File: config.mk
export PLATFORM = sky130hd
export DESIGN_NAME = duty_search
export DESIGN_NICKNAME = d
export VERILOG_FILES = /design/src/rtl/dsearch_pkg.sv /design/src/rtl/dsearch_div.sv /design/src/rtl/dsearch_ctrl.sv /design/src/rtl/dsearch_best.sv /design/src/rtl/duty_search.sv
export SDC_FILE = /design/constraint.sdc
export NUM_CORES = 1
export LEC_CHECK = 0
export BUFFER_PORTS_ARGS = -buffer_cell sky130_fd_sc_hd__clkbuf_2
export CORE_ASPECT_RATIO = 1.1
export CORE_MARGIN = 2
export CORE_UTILIZATION = 60
export DETAILED_ROUTE_END_ITERATION = 8
export PLACE_DENSITY = 0.83
export SLEW_MARGIN = 20
export SYNTH_ARGS = -nofsm -noshare
export SYNTH_HDL_FRONTEND = slang
export SYNTH_SLANG_ARGS = --single-unit
File: constraint.sdc
create_clock -name clk -period 8 [get_ports clk]
set_clock_uncertainty 0.15 [all_clocks]
set_input_delay 1.2 -clock clk [delete_from_list [all_inputs] [get_ports clk]]
set_output_delay 1.2 -clock clk [all_outputs]
set_load 0.005 [all_outputs]
File: src/rtl/dsearch_pkg.sv
`timescale 1ns/1ps
package dsearch_pkg;
  localparam int unsigned CNT_W = 8;
  localparam logic [CNT_W-1:0] CNT_CAP = 8'd255;

  typedef enum logic [2:0] {
    S_IDLE, S_OFF_GO, S_OFF_WAIT, S_FRQ_GO, S_FRQ_WAIT, S_CMP, S_FINISH
  } st_e;
endpackage

File: src/rtl/dsearch_div.sv
`timescale 1ns/1ps
// Restoring divider: one quotient bit per cycle, NUM_W cycles per division.
module dsearch_div #(
  parameter int unsigned NUM_W = 26,
  parameter int unsigned DEN_W = 18
) (
  input  logic             clk,
  input  logic             rst_n,
  input  logic             go,
  input  logic [NUM_W-1:0] num,
  input  logic [DEN_W-1:0] den,
  output logic             fin,
  output logic [NUM_W-1:0] quo
);
  localparam int unsigned STEP_W = $clog2(NUM_W + 1);
  localparam int unsigned WIDE_W = NUM_W + DEN_W;
  localparam logic [STEP_W-1:0] LAST = STEP_W'(NUM_W - 1);

  logic [NUM_W-1:0]  acc_q, acc_n, num_q, num_n;
  logic [DEN_W-1:0]  rem_q, rem_n, den_q, den_n;
  logic [STEP_W-1:0] step_q, step_n;
  logic              run_q, run_n, fin_q, fin_n, dp_en;
  logic [DEN_W:0]    trial;
  logic [DEN_W-1:0]  diff;
  logic              fits;

  always_comb begin
    trial  = {rem_q, acc_q[NUM_W-1]};
    fits   = trial >= {1'b0, den_q};
    diff   = trial[DEN_W-1:0] - den_q;
    acc_n  = acc_q;
    rem_n  = rem_q;
    den_n  = den_q;
    num_n  = num_q;
    step_n = step_q;
    run_n  = run_q;
    fin_n  = 1'b0;
    dp_en  = go | run_q;
    if (go) begin
      acc_n  = num;
      rem_n  = '0;
      den_n  = den;
      num_n  = num;
      step_n = '0;
      run_n  = 1'b1;
    end else if (run_q) begin
      acc_n  = {acc_q[NUM_W-2:0], fits};
      rem_n  = fits ? diff : trial[DEN_W-1:0];
      step_n = step_q + 1'b1;
      if (step_q == LAST) begin
        run_n = 1'b0;
        fin_n = 1'b1;
      end
    end
  end

  always_ff @(posedge clk or negedge rst_n) begin
    if (!rst_n) begin
      acc_q  <= '0;
      rem_q  <= '0;
      den_q  <= '0;
      num_q  <= '0;
      step_q <= '0;
      run_q  <= 1'b0;
      fin_q  <= 1'b0;
    end else begin
      fin_q <= fin_n;
      if (dp_en) begin
        acc_q  <= acc_n;
        rem_q  <= rem_n;
        den_q  <= den_n;
        num_q  <= num_n;
        step_q <= step_n;
        run_q  <= run_n;
      end
    end
  end

  assign fin = fin_q;
  assign quo = acc_q;

  // quotient and remainder rebuild the dividend exactly
  p_div_exact_r3: assert property (@(posedge clk) disable iff (!rst_n)
    (fin_q && den_q != '0) |->
      (WIDE_W'(acc_q) * WIDE_W'(den_q) + WIDE_W'(rem_q) == WIDE_W'(num_q)));
  // remainder stays below the divisor
  p_rem_bound_r3: assert property (@(posedge clk) disable iff (!rst_n)
    (fin_q && den_q != '0) |-> (rem_q < den_q));
  p_fin_pulse_r3: assert property (@(posedge clk) disable iff (!rst_n)
    fin_q |=> !fin_q);
endmodule

File: src/rtl/dsearch_ctrl.sv
`timescale 1ns/1ps
// Sequencer: captures inputs, walks totals downward, feeds the divider.
module dsearch_ctrl
  import dsearch_pkg::*;
#(
  parameter int unsigned FREQ_W  = 18,
  parameter int unsigned MAXIN_W = 16,
  parameter int unsigned PROD_W  = FREQ_W + CNT_W
) (
  input  logic               clk,
  input  logic               rst_n,
  input  logic               start,
  input  logic [FREQ_W-1:0]  target,
  input  logic [FREQ_W-1:0]  stock,
  input  logic [MAXIN_W-1:0] max_in,
  input  logic               div_fin,
  input  logic [CNT_W-1:0]   div_q_lo,
  output logic               busy,
  output logic               div_go,
  output logic [PROD_W-1:0]  div_num,
  output logic [FREQ_W-1:0]  div_den,
  output logic               best_init,
  output logic               best_cmp,
  output logic               best_commit,
  output logic [CNT_W-1:0]   cand_on,
  output logic [CNT_W-1:0]   cand_off,
  output logic [FREQ_W-1:0]  tgt_cap,
  output logic [FREQ_W-1:0]  stk_cap
);
  st_e               st_q, st_n;
  logic [FREQ_W-1:0] tgt_q, stk_q;
  logic [CNT_W-1:0]  i_q, i_n, off_q, off_n, clamp;
  logic              cap_en;

  always_comb begin
    clamp = (max_in > MAXIN_W'(CNT_CAP)) ? CNT_CAP : max_in[CNT_W-1:0];
    st_n        = st_q;
    i_n         = i_q;
    off_n       = off_q;
    cap_en      = 1'b0;
    div_go      = 1'b0;
    div_num     = '0;
    div_den     = '0;
    best_init   = 1'b0;
    best_cmp    = 1'b0;
    best_commit = 1'b0;
    unique case (st_q)
      S_IDLE: if (start) begin
        cap_en    = 1'b1;
        best_init = 1'b1;
        i_n       = clamp;
        st_n      = (clamp == '0) ? S_FINISH : S_OFF_GO;
      end
      S_OFF_GO: begin
        div_go  = 1'b1;
        div_num = PROD_W'(tgt_q) * PROD_W'(i_q);
        div_den = stk_q;
        st_n    = S_OFF_WAIT;
      end
      S_OFF_WAIT: if (div_fin) begin
        off_n = div_q_lo;
        st_n  = S_FRQ_GO;
      end
      S_FRQ_GO: begin
        div_go  = 1'b1;
        div_num = PROD_W'(stk_q) * PROD_W'(off_q);
        div_den = FREQ_W'(i_q);
        st_n    = S_FRQ_WAIT;
      end
      S_FRQ_WAIT: if (div_fin) st_n = S_CMP;
      S_CMP: begin
        best_cmp = 1'b1;
        if (i_q == CNT_W'(1)) begin
          st_n = S_FINISH;
        end else begin
          i_n  = i_q - 1'b1;
          st_n = S_OFF_GO;
        end
      end
      S_FINISH: begin
        best_commit = 1'b1;
        st_n        = S_IDLE;
      end
      default: st_n = S_IDLE;
    endcase
  end

  always_ff @(posedge clk or negedge rst_n) begin
    if (!rst_n) begin
      st_q  <= S_IDLE;
      tgt_q <= '0;
      stk_q <= '0;
      i_q   <= '0;
      off_q <= '0;
    end else begin
      st_q  <= st_n;
      i_q   <= i_n;
      off_q <= off_n;
      if (cap_en) begin
        tgt_q <= target;
        stk_q <= stock;
      end
    end
  end

  assign busy     = (st_q != S_IDLE);
  assign cand_off = off_q;
  assign cand_on  = i_q - off_q;
  assign tgt_cap  = tgt_q;
  assign stk_cap  = stk_q;

  // each new candidate uses a total one below the previous
  p_index_step_r2: assert property (@(posedge clk) disable iff (!rst_n)
    (st_q == S_OFF_GO && $past(st_q) == S_CMP) |-> (i_q == $past(i_q) - 1'b1));
  // total 1 is the last candidate
  p_last_total_r2: assert property (@(posedge clk) disable iff (!rst_n)
    (st_q == S_CMP && i_q == CNT_W'(1)) |=> (st_q == S_FINISH));
  // oversized bound starts the walk at 255
  p_clamp_r6: assert property (@(posedge clk) disable iff (!rst_n)
    (st_q == S_IDLE && start && max_in > MAXIN_W'(CNT_CAP)) |=> (i_q == CNT_CAP));
  // captured inputs do not move during a search
  p_hold_inputs_r8: assert property (@(posedge clk) disable iff (!rst_n)
    (st_q != S_IDLE) |=> ($stable(tgt_q) && $stable(stk_q)));
endmodule

File: src/rtl/dsearch_best.sv
`timescale 1ns/1ps
// Keeps the closest pair found so far and maps it to the result registers.
module dsearch_best
  import dsearch_pkg::*;
#(
  parameter int unsigned FREQ_W = 18,
  parameter int unsigned PROD_W = FREQ_W + CNT_W
) (
  input  logic              clk,
  input  logic              rst_n,
  input  logic              init,
  input  logic [FREQ_W-1:0] init_stock,
  input  logic [FREQ_W-1:0] tgt,
  input  logic [FREQ_W-1:0] stk,
  input  logic              cmp,
  input  logic [PROD_W-1:0] cand_freq,
  input  logic [CNT_W-1:0]  cand_on,
  input  logic [CNT_W-1:0]  cand_off,
  input  logic              commit,
  output logic [CNT_W-1:0]  res_on,
  output logic [CNT_W-1:0]  res_off,
  output logic [PROD_W-1:0] res_freq,
  output logic              res_en,
  output logic              res_done
);
  logic [PROD_W-1:0] best_q, best_n, t_ext, best_err, cand_err, rf_n;
  logic [CNT_W-1:0]  bon_q, bon_n, boff_q, boff_n, ron_n, roff_n;
  logic              take, full, best_en, ren_n;
  logic [PROD_W-1:0] rf_q;
  logic [CNT_W-1:0]  ron_q, roff_q;
  logic              ren_q, done_q;

  always_comb begin
    t_ext    = PROD_W'(tgt);
    best_err = (best_q >= t_ext) ? best_q - t_ext : t_ext - best_q;
    cand_err = (cand_freq >= t_ext) ? cand_freq - t_ext : t_ext - cand_freq;
    take     = cmp && (cand_err <= best_err);
    best_en  = init | take;
    best_n   = best_q;
    bon_n    = bon_q;
    boff_n   = boff_q;
    if (init) begin
      best_n = PROD_W'(init_stock);
      bon_n  = '0;
      boff_n = CNT_W'(1);
    end else if (take) begin
      best_n = cand_freq;
      bon_n  = cand_on;
      boff_n = cand_off;
    end
    full   = (best_q == PROD_W'(stk));
    rf_n   = best_q;
    ron_n  = full ? '0 : bon_q;
    roff_n = full ? '0 : boff_q;
    ren_n  = !full;
  end

  always_ff @(posedge clk or negedge rst_n) begin
    if (!rst_n) begin
      best_q <= '0;
      bon_q  <= '0;
      boff_q <= '0;
      rf_q   <= '0;
      ron_q  <= '0;
      roff_q <= '0;
      ren_q  <= 1'b0;
      done_q <= 1'b0;
    end else begin
      done_q <= commit;
      if (best_en) begin
        best_q <= best_n;
        bon_q  <= bon_n;
        boff_q <= boff_n;
      end
      if (commit) begin
        rf_q   <= rf_n;
        ron_q  <= ron_n;
        roff_q <= roff_n;
        ren_q  <= ren_n;
      end
    end
  end

  assign res_on   = ron_q;
  assign res_off  = roff_q;
  assign res_freq = rf_q;
  assign res_en   = ren_q;
  assign res_done = done_q;

  // the best error never grows after a comparison
  p_err_nonincrease_r4: assert property (@(posedge clk) disable iff (!rst_n)
    cmp |=> (best_err <= $past(best_err)));
  // a worse candidate leaves the best untouched
  p_keep_on_worse_r4: assert property (@(posedge clk) disable iff (!rst_n)
    (cmp && cand_err > best_err) |=> ($stable(best_q) && $stable(bon_q) && $stable(boff_q)));
  // a full-rate result carries zero counts and the stock rate
  p_full_rate_r5: assert property (@(posedge clk) disable iff (!rst_n)
    (done_q && !ren_q) |-> (ron_q == '0 && roff_q == '0 && rf_q == PROD_W'(stk)));
  // done lasts a single cycle
  p_done_pulse_r1: assert property (@(posedge clk) disable iff (!rst_n)
    done_q |=> !done_q);
endmodule

File: src/rtl/duty_search.sv
`timescale 1ns/1ps
module duty_search
  import dsearch_pkg::*;
#(
  parameter int unsigned FREQ_W  = 18,
  parameter int unsigned MAXIN_W = 16,
  localparam int unsigned PROD_W = FREQ_W + CNT_W
) (
  input  logic               clk,
  input  logic               rst_n,
  input  logic               start,
  input  logic [FREQ_W-1:0]  target_khz,
  input  logic [FREQ_W-1:0]  stock_khz,
  input  logic [MAXIN_W-1:0] max_total,
  output logic               busy,
  output logic               done,
  output logic [CNT_W-1:0]   on_cnt,
  output logic [CNT_W-1:0]   off_cnt,
  output logic [PROD_W-1:0]  achieved_khz,
  output logic               mod_en
);
  logic [1:0]        rsync_q;
  logic              rst_i;
  logic              div_go, div_fin, b_init, b_cmp, b_commit;
  logic [PROD_W-1:0] div_num, div_quo;
  logic [FREQ_W-1:0] div_den, tgt_c, stk_c;
  logic [CNT_W-1:0]  c_on, c_off;

  always_ff @(posedge clk or negedge rst_n) begin
    if (!rst_n) rsync_q <= 2'b00;
    else        rsync_q <= {rsync_q[0], 1'b1};
  end
  assign rst_i = rsync_q[1];

  dsearch_ctrl #(.FREQ_W(FREQ_W), .MAXIN_W(MAXIN_W), .PROD_W(PROD_W)) u_ctrl (
    .clk(clk), .rst_n(rst_i), .start(start), .target(target_khz),
    .stock(stock_khz), .max_in(max_total), .div_fin(div_fin),
    .div_q_lo(div_quo[CNT_W-1:0]), .busy(busy), .div_go(div_go),
    .div_num(div_num), .div_den(div_den), .best_init(b_init),
    .best_cmp(b_cmp), .best_commit(b_commit), .cand_on(c_on),
    .cand_off(c_off), .tgt_cap(tgt_c), .stk_cap(stk_c)
  );

  dsearch_div #(.NUM_W(PROD_W), .DEN_W(FREQ_W)) u_div (
    .clk(clk), .rst_n(rst_i), .go(div_go), .num(div_num), .den(div_den),
    .fin(div_fin), .quo(div_quo)
  );

  dsearch_best #(.FREQ_W(FREQ_W), .PROD_W(PROD_W)) u_best (
    .clk(clk), .rst_n(rst_i), .init(b_init), .init_stock(stock_khz),
    .tgt(tgt_c), .stk(stk_c), .cmp(b_cmp), .cand_freq(div_quo),
    .cand_on(c_on), .cand_off(c_off), .commit(b_commit),
    .res_on(on_cnt), .res_off(off_cnt), .res_freq(achieved_khz),
    .res_en(mod_en), .res_done(done)
  );

  // busy is already low in the cycle done pulses
  p_busy_done_r1: assert property (@(posedge clk) disable iff (!rst_i)
    done |-> !busy);
endmodule

==> results.toml <==
[synthesis]
synth_cells = 2821
yosys_warnings = 0
synth_top_area_frac = 0.2206
synth.area.top_cells = "dfrtp_1, fa_1, ha_1"
synthesis.nets = 3293
yosysTopAreaCell = "dfrtp_1"
synth_area_per_cell_sq_um = 8.525
ys_ff_latch = 212
seq_area_frac_synth = 0.2206
syn_area_sq_mm = 0.02405
synthArstFlopShare = 1.000
synth_flop_cell = "dfrtp_1"
synth_edf_count = 0
ys_types = 82

[layout]
area_growth_pct = 7.232
drive_above_1_share = 0.07489
layout.nets = 3296
nFillCells = 3209

[critical_path]
path_class = "reg -> reg"
worstPathMaxFanout = 82
end_kind = "register"
ff2ff_setup_slack_ns = 1.09
startpoint_type = "register"
crit_arrival_ns = 7.17
required_ns = 8.26

[clock_tree]
clockBufferDepth = 3
htree_num_levels = 1
cts_tree = "built"
clk_pin_slew_worst_paths_ns = 0.07
clkSinkCount = 212
clockRootBuffer = "clkbuf_16"
ctsResizeCount = 0
cts_hold_buf = 0
clk_latency_ns = 0.56
cts_buffers = 26
post-cts-setup-buffers = 0

[global_route]
grt_pass1_wl_um = 122800
grt.total_usage = 0.3793
grt_start_max_net_pins = 183
antenna_found_initial = 2
overflow = 0
grt_pass1_vias = 22250

[place]
numPortBuffers = 99
gp_congestion = 1.052
place_ws_ns = 1.319
hpwlAfterDp_um = 60860

[route]
drt_wl_total_um = 78330
ant_nets = 0
num_vias = 21290
post_drt_wl_per_cell_um = 23.37
dr.pass1.iters = 5
route.detailed.drc = 0
viasPerCell = 6.352
drt_iter0_markers = 1817

[flow_run]
max-cap-violations = 0

[sta]
fin_crit_ns = 6.910
final_hold_viol_count = 0
max_freq_mhz = 144.7
tightest_slew_ns = 1.078
setup_viol = 0
setup_ws_ns = 1.090
finalSetupTns_ns = 0
slew_headroom = 0.2811
rsz0062_at_grt = "no"
fin_crit_sh = 0.8637
final-max-slew-violation-count = 0

[die]
core_area_sq_mm = 0.03937
ios = 100
num_rows = 76
start_util = 0.6109
dieArea_sq_mm = 0.04170
chipWidth_um = 194.9
fp.dieH_um = 214.0

[run_status]
outcome = "completed"

[hold_path]
worstHoldPathType = "reg -> async"
-- area by class of cell --
| type | count | area [sq um] | area share |
|---|---|---|---|
| flip-flops and latches | 212 | 5311 | 0.2060 |
| inverters | 340 | 1276 | 0.04949 |
| clock inverters | 16 | 264.0 | 0.01024 |
| multi-input cells | 2120 | 16890 | 0.6550 |
| well taps | 507 | 634.4 | 0.02460 |
| diodes | 1 | 2.502 | 0.00009704 |
| clock buffers | 32 | 693.2 | 0.02688 |
| repair buffers | 124 | 715.7 | 0.02775 |
-- synth_stat cells, types with 5 or more instances --
master / instances
o22ai_1: 13
a21oi_1: 170
buf_1: 8
a41oi_1: 5
nand3b_1: 13
or2_2: 7
a21o_1: 59
clkbuf_1: 119
nand4_1: 18
or4_1: 9
nor3_1: 40
xnor2_1: 76
a21boi_0: 7
buf_2: 18
and2_1: 189
a31oi_1: 17
nor4_1: 15
o21bai_1: 7
a211o_1: 5
o21ai_0: 183
o211ai_1: 18
nand3_1: 33
fa_1: 198
dfrtp_1: 212
a2111oi_0: 6
a211oi_1: 35
o311ai_0: 22
o31a_1: 7
a22o_1: 17
nand2_1: 311
nor2b_1: 25
nor2_1: 142
inv_1: 335
or3_1: 18
mux2_2: 12
clkinv_1: 5
xor2_1: 49
o31ai_1: 17
o21a_1: 14
and3_1: 11
nand2b_1: 17
ha_1: 219
mux2i_1: 55
-- state kept, by name, summed over array words and instances, names as in the netlist, 18 cells and up --
name / count
u_best.best_q: 26
u_best.res_freq: 26
u_ctrl.stk_cap: 18
u_ctrl.tgt_cap: 18
u_div.den_q: 18
u_div.quo: 26
u_div.rem_q: 18
-- stage by stage --
| stage | area, sq um | instances | hold WS, ns | utilization |
|---|---|---|---|---|
| 4_1_cts | 25760 | 3350 | 0.1381 | 0.6543 |
| 3_3_place_gp | 24800 | 3302 | 0.1368 | 0.6300 |
| 2_1_floorplan | 24050 | 2821 | 0.1812 | - |
| 5_1_grt | 25780 | 3351 | 0.1687 | 0.6550 |
| 3_5_place_dp | 24800 | 3302 | 0.1443 | 0.6300 |
| 6_report | 25790 | 3352 | 0.1243 | 0.6550 |
-- cell usage in the layout (no fill, tap or decap), types with 11 or more instances in the layout --
cell type and count:
a211oi_1 35, a21o_1 59, a21oi_1 170, a22o_1 17, a31oi_1 17, and2_1 189, and3_1 11, buf_4 23
clkbuf_16 26, clkbuf_2 99, dfrtp_1 209, fa_1 198, ha_1 219, inv_1 335, mux2_2 12, mux2i_1 55
nand2_1 311, nand2b_1 16, nand3_1 33, nand3b_1 13, nand4_1 18, nor2_1 141, nor2b_1 24, nor3_1 39
nor4_1 15, o211ai_1 18, o21a_1 14, o21ai_0 183, o22ai_1 12, o311ai_0 22, o31ai_1 17, or3_1 18
xnor2_1 76, xor2_1 49
-- worst max-delay path, stage by stage (launching register included) --
cell       delay [ns]
dfrtp_1          0.55
inv_1            0.28
fa_1             0.48
a21oi_1          0.26
o211ai_1         0.21
a41oi_1          0.36
nor2_1           0.19
nor2_2           0.67
buf_4            0.36
a211oi_1         0.07
a21oi_1          0.17
xor2_1           0.23
ha_1             0.29
a21o_1           0.18
a21o_1           0.17
a221o_1          0.33
a2111oi_0        0.39
o21ai_0          0.22
o22ai_4          0.18
buf_4            0.60
mux2i_1          0.27
nor2_1           0.05
-- kinds of logic after synthesis --
group / count (synthesis) / share of synthesized area
AO/OA/AOI/OAI: 646 / 0.1708
flip-flops: 212 / 0.2206
adder cells (fa/ha/maj): 417 / 0.2788
XOR/XNOR: 125 / 0.04553
buffers and inverters: 489 / 0.07836
AND/OR/NAND/NOR: 863 / 0.1767
multiplexers: 68 / 0.02908
other: 1 / 0.0001559
-- layer usage --
metal,track usage,wire length (um),up-vias
li1,-,-,9479
met5,0,12,-
met1,0.4471,28270,10310
met2,0.6190,36310,1143
met4,0.2646,6312,2
met3,0.08172,7416,359
-- worst paths after layout --
check                                  startpoint                 end  cells after the start
worst max-delay path            u_ctrl.tgt_cap[1]     u_best.bon_q[2]                     21
worst min-delay path                   rsync_q[1]  u_ctrl.tgt_cap[13]                      0
worst max register to register  u_ctrl.tgt_cap[1]     u_best.bon_q[2]                     21
worst min register to register         rsync_q[1]  u_ctrl.tgt_cap[13]                      0
max in group asynchronous              rsync_q[1]      u_ctrl.st_q[1]                      2
min in group clk                       rsync_q[0]          rsync_q[1]                      0
Power is not shown: default switching activity piles up to over one toggle a cycle in this logic, so the estimate is an artifact.
